===== config.mk =====
export PLATFORM = sky130hd
export DESIGN_NAME = mcell_bank
export DESIGN_NICKNAME = d
export VERILOG_FILES = /design/src/rtl/mcell_bank_pkg.sv /design/src/rtl/strobe_sync.sv /design/src/rtl/load_ctrl.sv /design/src/rtl/cell_lane.sv /design/src/rtl/rd_mux.sv /design/src/rtl/mcell_bank.sv
export SDC_FILE = /design/constraint.sdc
export NUM_CORES = 1
export LEC_CHECK = 0
export BUFFER_PORTS_ARGS = -buffer_cell sky130_fd_sc_hd__buf_4
export CAP_MARGIN = 10
export CORE_UTILIZATION = 35
export DETAILED_ROUTE_END_ITERATION = 16
export GPL_ROUTABILITY_DRIVEN = 0
export PLACE_DENSITY = 0.66
export SLEW_MARGIN = 10
export SYNTH_ARGS = -nofsm -noshare
export SYNTH_HDL_FRONTEND = slang
export SYNTH_HIERARCHICAL = 1
export SYNTH_SLANG_ARGS = --single-unit

===== constraint.sdc =====
create_clock -name clk -period 1.5 [get_ports clk]
set_clock_uncertainty 0.05 [all_clocks]
set_input_delay 0.075 -clock clk [delete_from_list [all_inputs] [get_ports clk]]
set_output_delay 0.075 -clock clk [all_outputs]
set_load 0.005 [all_outputs]

===== src/rtl/mcell_bank_pkg.sv =====
package mcell_bank_pkg;
   typedef enum logic {
      LOAD_ON_TRAIL = 1'b0,
      LOAD_FOLLOW   = 1'b1
   } load_mode_e;

   function automatic int lane_addr_w(input int lanes);
      return (lanes > 1) ? $clog2(lanes) : 1;
   endfunction
endpackage


===== src/rtl/strobe_sync.sv =====
// Samples the bus strobe together with its qualifiers through a pipeline so
// that strobe, chip select, lane address and data stay aligned.
module strobe_sync #(
   parameter int STAGES = 2,
   parameter int AW     = 1,
   parameter int DW     = 8
) (
   input  logic          clk,
   input  logic          rst_n,
   input  logic          in_wr,
   input  logic          in_cs,
   input  logic [AW-1:0] in_addr,
   input  logic [DW-1:0] in_data,
   output logic          cur_wr,
   output logic          cur_cs,
   output logic [AW-1:0] cur_addr,
   output logic [DW-1:0] cur_data,
   output logic          prv_wr,
   output logic          prv_cs,
   output logic [AW-1:0] prv_addr,
   output logic [DW-1:0] prv_data
);
   localparam int BW = 2 + AW + DW;

   if (STAGES < 1) begin : g_bad_stages
      $error("strobe_sync: STAGES must be at least 1");
   end

   logic [STAGES:0][BW-1:0] pipe;

   always_ff @(posedge clk or negedge rst_n) begin
      if (!rst_n) begin
         pipe <= '0;
      end else begin
         pipe[0] <= {in_wr, in_cs, in_addr, in_data};
         for (int s = 1; s <= STAGES; s++) begin
            pipe[s] <= pipe[s-1];
         end
      end
   end

   assign {cur_wr, cur_cs, cur_addr, cur_data} = pipe[STAGES-1];
   assign {prv_wr, prv_cs, prv_addr, prv_data} = pipe[STAGES];
endmodule


===== src/rtl/load_ctrl.sv =====
// Decides which lane the bus loads this cycle and with what data.
module load_ctrl #(
   parameter int NUM_LANES = 2,
   parameter int AW        = 1,
   parameter int DW        = 8
) (
   input  logic                 clk,
   input  logic                 rst_n,
   input  logic                 level_mode,
   input  logic                 cur_wr,
   input  logic                 cur_cs,
   input  logic [AW-1:0]        cur_addr,
   input  logic [DW-1:0]        cur_data,
   input  logic                 prv_wr,
   input  logic                 prv_cs,
   input  logic [AW-1:0]        prv_addr,
   input  logic [DW-1:0]        prv_data,
   output logic [NUM_LANES-1:0] lane_load,
   output logic [DW-1:0]        load_data
);
   import mcell_bank_pkg::*;

   load_mode_e mode;
   logic       follow_hit;
   logic       trail_hit;

   assign mode       = load_mode_e'(level_mode);
   assign follow_hit = cur_wr & cur_cs;
   assign trail_hit  = prv_wr & ~cur_wr & prv_cs;

   for (genvar l = 0; l < NUM_LANES; l++) begin : g_lane_sel
      always_comb begin
         if (mode == LOAD_FOLLOW) begin
            lane_load[l] = follow_hit && (cur_addr == AW'(l));
         end else begin
            lane_load[l] = trail_hit && (prv_addr == AW'(l));
         end
      end
   end

   assign load_data = (mode == LOAD_FOLLOW) ? cur_data : prv_data;

   // a bus access never loads more than one lane.
   p_one_lane_r2: assert property (@(posedge clk) disable iff (!rst_n)
      $onehot0(lane_load));

   // in edge mode no load happens while the sampled strobe is still high.
   p_edge_quiet_r4: assert property (@(posedge clk) disable iff (!rst_n)
      (!level_mode && cur_wr) |-> (lane_load == '0));

   // chip select low at the sampling stage means no load.
   p_cs_gate_r9: assert property (@(posedge clk) disable iff (!rst_n)
      (level_mode && !cur_cs) |-> (lane_load == '0));
endmodule


===== src/rtl/cell_lane.sv =====
// One byte lane of register cells with bus-load override.
module cell_lane #(
   parameter int W = 8
) (
   input  logic         clk,
   input  logic         rst_n,
   input  logic         load,
   input  logic [W-1:0] load_data,
   input  logic [W-1:0] d,
   input  logic [W-1:0] ce,
   input  logic [W-1:0] set,
   input  logic [W-1:0] clr,
   output logic [W-1:0] q
);
   for (genvar b = 0; b < W; b++) begin : g_cell
      always_ff @(posedge clk or negedge rst_n) begin
         if (!rst_n) begin
            q[b] <= 1'b0;
         end else if (load) begin
            q[b] <= load_data[b];
         end else if (clr[b]) begin
            q[b] <= 1'b0;
         end else if (set[b]) begin
            q[b] <= 1'b1;
         end else if (ce[b]) begin
            q[b] <= d[b];
         end
      end
   end

   // a bus load wins over every local control.
   p_load_wins_r3: assert property (@(posedge clk) disable iff (!rst_n)
      load |=> (q == $past(load_data)));

   // a clear outside a load always leaves the cell at 0.
   p_clr_first_r6: assert property (@(posedge clk) disable iff (!rst_n)
      !load |=> ((q & $past(clr)) == '0));

   // a preset without clear outside a load leaves the cell at 1.
   p_set_next_r6: assert property (@(posedge clk) disable iff (!rst_n)
      !load |=> ((q & ($past(set) & ~$past(clr))) == ($past(set) & ~$past(clr))));

   // no control active and no load means the lane holds.
   p_hold_r7: assert property (@(posedge clk) disable iff (!rst_n)
      (!load && clr == '0 && set == '0 && ce == '0) |=> $stable(q));
endmodule


===== src/rtl/rd_mux.sv =====
// Readback selector: AND-OR of the lanes, zero when not selected.
module rd_mux #(
   parameter int NUM_LANES = 2,
   parameter int AW        = 1,
   parameter int W         = 8
) (
   input  logic                   clk,
   input  logic                   rst_n,
   input  logic                   cs,
   input  logic                   rd,
   input  logic [AW-1:0]          addr,
   input  logic [NUM_LANES*W-1:0] cells,
   output logic [W-1:0]           rdata
);
   logic [NUM_LANES-1:0] hit;

   for (genvar l = 0; l < NUM_LANES; l++) begin : g_hit
      assign hit[l] = cs & rd & (addr == AW'(l));
   end

   always_comb begin
      rdata = '0;
      for (int l = 0; l < NUM_LANES; l++) begin
         rdata = rdata | (cells[l*W +: W] & {W{hit[l]}});
      end
   end

   // an unselected read returns zero.
   p_rd_idle_r8: assert property (@(posedge clk) disable iff (!rst_n)
      !(cs && rd) |-> (rdata == '0));
endmodule


===== src/rtl/mcell_bank.sv =====
module mcell_bank #(
   parameter int NUM_CELLS   = 16,
   parameter int BUS_W       = 8,
   parameter int SYNC_STAGES = 2,
   localparam int NUM_LANES  = NUM_CELLS / BUS_W,
   localparam int LANE_AW    = mcell_bank_pkg::lane_addr_w(NUM_LANES)
) (
   input  logic                 clk,
   input  logic                 rst_n,
   input  logic                 bus_cs,
   input  logic [LANE_AW-1:0]   bus_addr,
   input  logic                 bus_wr,
   input  logic                 bus_rd,
   input  logic [BUS_W-1:0]     bus_wdata,
   output logic [BUS_W-1:0]     bus_rdata,
   input  logic                 level_mode,
   input  logic [NUM_CELLS-1:0] cell_d,
   input  logic [NUM_CELLS-1:0] cell_ce,
   input  logic [NUM_CELLS-1:0] cell_set,
   input  logic [NUM_CELLS-1:0] cell_clr,
   output logic [NUM_CELLS-1:0] cell_q
);
   if (NUM_CELLS % BUS_W != 0 || NUM_CELLS < BUS_W) begin : g_bad_width
      $error("mcell_bank: NUM_CELLS must be a nonzero multiple of BUS_W");
   end

   logic                 cur_wr, cur_cs, prv_wr, prv_cs;
   logic [LANE_AW-1:0]   cur_addr, prv_addr;
   logic [BUS_W-1:0]     cur_data, prv_data, load_data;
   logic [NUM_LANES-1:0] lane_load;

   strobe_sync #(.STAGES(SYNC_STAGES), .AW(LANE_AW), .DW(BUS_W)) u_sync (
      .clk(clk), .rst_n(rst_n),
      .in_wr(bus_wr), .in_cs(bus_cs), .in_addr(bus_addr), .in_data(bus_wdata),
      .cur_wr(cur_wr), .cur_cs(cur_cs), .cur_addr(cur_addr), .cur_data(cur_data),
      .prv_wr(prv_wr), .prv_cs(prv_cs), .prv_addr(prv_addr), .prv_data(prv_data)
   );

   load_ctrl #(.NUM_LANES(NUM_LANES), .AW(LANE_AW), .DW(BUS_W)) u_ctrl (
      .clk(clk), .rst_n(rst_n), .level_mode(level_mode),
      .cur_wr(cur_wr), .cur_cs(cur_cs), .cur_addr(cur_addr), .cur_data(cur_data),
      .prv_wr(prv_wr), .prv_cs(prv_cs), .prv_addr(prv_addr), .prv_data(prv_data),
      .lane_load(lane_load), .load_data(load_data)
   );

   for (genvar l = 0; l < NUM_LANES; l++) begin : g_lane
      cell_lane #(.W(BUS_W)) u_lane (
         .clk(clk), .rst_n(rst_n),
         .load(lane_load[l]), .load_data(load_data),
         .d(cell_d[l*BUS_W +: BUS_W]), .ce(cell_ce[l*BUS_W +: BUS_W]),
         .set(cell_set[l*BUS_W +: BUS_W]), .clr(cell_clr[l*BUS_W +: BUS_W]),
         .q(cell_q[l*BUS_W +: BUS_W])
      );
   end

   rd_mux #(.NUM_LANES(NUM_LANES), .AW(LANE_AW), .W(BUS_W)) u_rd (
      .clk(clk), .rst_n(rst_n), .cs(bus_cs), .rd(bus_rd), .addr(bus_addr),
      .cells(cell_q), .rdata(bus_rdata)
   );

   // cells are zero in the first cycle after reset.
   p_reset_zero_r1: assert property (@(posedge clk)
      !rst_n |=> (cell_q == '0));
endmodule


==> run_results.csv <==
group,metric,value,unit
grt,grt_max_degree,50,
floorplan,core_area,5956,µm²
drt,dr.pass1.iters,4,
worst_setup_path,worstReg2RegEnd,"g_lane[0].u_lane/q[6]",
clock_network,clockRootBuffer,"clkbuf_8",
final_layout,diodes,0,
floorplan,io_pins,103,
logic_synthesis,netlist_instances,166,
timing,maxSlewViolCount,0,
logic_synthesis,synth_area,2171,µm²
clock_network,tritoncts,"yes",
grt,grt_use_total,16.78,%
worst_setup_path,start_kind,"flop",
clock_network,cts.clk_slew.worst_paths,0.09,ns
grt,grt_pass1_wl,7941,µm
drt,drt_iter0_drc,45,
logic_synthesis,syn_area_per_cell,13.08,µm²
clock_network,cts.sinks,49,
worst_setup_path,reg2regPathDepth,4,
drt,drc,0,
logic_synthesis,ys_seq_area_share,56.48,%
worst_setup_path,r2r-start,"u_sync/cur_wr",
logic_synthesis,synth.most_common_cell,"dfrtp_1",
logic_synthesis,synthTopCellsByCount,"dfrtp_1, mux2i_1, nor2_1, buf_4",
worst_setup_path,setup.worst_path.end_class,"flop",
power_and_ir_drop,vdd_drop_max,619.7,µV
floorplan,dieWidth,80.76,µm
outcome,run_status,"complete, no violations",
clock_network,cts_buffer_depth,2,
drt,routed_wl,5328,µm
logic_synthesis,synth_area_leaders,"dfrtp_1, mux2i_1, buf_4",
grt,antenna_found_initial,0,
worst_setup_path,cp.required,1.65,ns
logic_synthesis,synthArstFlopShare,100.0,%
drt,wl_met2,2700,µm
clock_network,h-tree-depth,2,
power_and_ir_drop,powerDensity,883.4,nW/µm²
placed_design,hpwl,3646,µm
floorplan,die_h,80.76,µm
grt,overflow,0,
drt,wl_per_cell,14.60,µm
timing,timing.fmax,0.6817,GHz
run,maxCapViolCount,0,
drt,vias,1668,
drt,routed.top_layer,"met4",
grt,grt_pass1_vias,1730,
logic_synthesis,yosysTopAreaCellShare,56.48,%
timing,tightest_slew,0.6111,ns
timing,whs,0.02074,ns
power_and_ir_drop,total_leakage_power,1.606,nW
final_layout,area_delta_synth_final,57.06,%
drt,wl_met1,2148,µm
clock_network,cts_buffers,5,
floorplan,initial_core_util,36.45,%
logic_synthesis,synth_ff_type,"dfrtp_1",
timing,hold_viol,0,
worst_setup_path,critical_path_class,"reg2reg",
worst_setup_path,crit_path_start,"u_sync/cur_wr",
logic_synthesis,yosysUniqueCellTypes,15,
drt,routed_via_density,4.570,
worst_setup_path,worstPathMaxFanout,8,
timing,setup_viol,0,
logic_synthesis,yosys_warnings,6,
final_layout,drive_gt1_share,53.79,%
timing,post-route-period-util,97.79,%
logic_synthesis,syn-num-nets,245,
worst_setup_path,crit_end,"g_lane[0].u_lane/q[6]",
logic_synthesis,yosys_register_bits,49,
clock_network,clk_latency,0.29,ns
placed_design,numPortBuffers,102,
floorplan,design.die.area,6521,µm²
drt,wl_met3,356,µm
timing,final.min_clock_period,1.467,ns
min_path,hold_path_class,"in2reg",
drt,ant_nets,0,
logic_synthesis,yosysTopAreaCell,"dfrtp_1",
final_layout,final_nets,368,
timing,setup_ws,0.03309,ns
floorplan,rows,28,
worst_setup_path,arrival,1.62,ns
worst_setup_path,r2r_slack,0.03,ns
placed_design,pre_cts_ws,-0.05952,ns
timing,rsz0062_at_grt,"yes",
logic_synthesis,synth_edf_count,0,
timing,relSlewSlack,59.26,%
-- area by class of cell --
type	count	area, µm²
clock buffer	6	82.58
clock inverter	2	37.54
fill	528	2546
inverter	4	15.01
multi-input combinational	93	855.8
sequential	49	1226
tap	75	93.84
timing repair buffer	136	1099
-- sequential cells by signal, indices dropped and copies added (netlist names) --
register / cells
u_sync/prv_data: 8
u_sync/cur_wr: 1
u_sync/prv_cs: 1
u_sync/cur_data: 8
u_sync/prv_wr: 1
u_sync/pipe: 11
u_sync/cur_addr: 1
u_sync/prv_addr: 1
g_lane.u_lane/q: 16
u_sync/cur_cs: 1
-- cell families after synthesis --
| logic type | Yosys count | synth area share (%) |
|---|---|---|
| flops | 49 | 56.48 |
| simple gates | 43 | 11.82 |
| mux | 32 | 15.22 |
| buf+inv | 24 | 8.300 |
| compound gates | 18 | 8.184 |
-- per-stage QoR --
stage	power (W)	utilization, %	TNS (ns)	area (µm²)	std cells
3_3_place_gp	0.001975	48.74	0	2903	328
4_1_cts	0.003031	56.13	0	3343	365
3_5_place_dp	0.001984	48.74	-0.3268	2903	328
6_report	0.003012	57.25	0	3410	365
5_1_grt	0.003178	57.25	-0.4108	3410	365
2_1_floorplan	0.001696	-	-0.4651	2171	166
-- layer usage --
metal	track usage (%)	up-vias
met5	0	-
met4	7.500	0
met3	3.596	11
met2	29.24	66
met1	19.86	779
li1	-	812
-- layout by cell type (no fill, tap or decap) --
cell and instances:
o22ai_4 2, clkinvlp_4 1, nand2_1 1, mux2_2 8, bufinv_16 1, mux2i_1 24, clkbuf_8 6, dlygate4sd3_1 28
nor2_2 1, inv_2 2, dfrtp_1 49, nor2_1 23, a221oi_2 13, buf_4 106, nor2b_2 12, a221oi_1 3
inv_1 2, nor2b_1 4, nand3_2 1, buf_6 2, nand4bb_4 1
-- worst max-delay path: stages, from the launching register on --
cell       delay [ns]
dfrtp_1          0.41
nand4bb_4        0.24
o22ai_4          0.22
inv_2            0.17
a221oi_2         0.29
-- power breakdown --
| group | internal (W) | switching (W) |
|---|---|---|
| clock network | 0.000542 | 0.000418 |
| registers | 0.00141 | 0.0000544 |
| logic | 0.000369 | 0.000220 |
-- how the worst min path moves through the flow --
stage / from / to / cells after the start
final: cell_set[12] / g_lane[1].u_lane/q[4] / 3
after global routing: cell_set[0] / g_lane[0].u_lane/q[0] / 3
after CTS: cell_set[14] / g_lane[1].u_lane/q[6] / 3
after detailed placement: rst_n / u_sync/pipe[6] / 1
after global placement: rst_n / u_sync/pipe[6] / 1
after floorplan: rst_n / g_lane[0].u_lane/q[0] / 0
-- what timing repair did --
item | in CTS | in global routing
resized for setup | 9 | 12
gates cloned | 1 | 0
buffers inserted | 0 | 0
hold buffers | 28 | 0
pin swaps | 1 | 10
endpoints found under the hold margin | 76 | 0
endpoints found under the setup margin | 16 | 16
No activity file was read; power rests on OpenSTA's default activity.
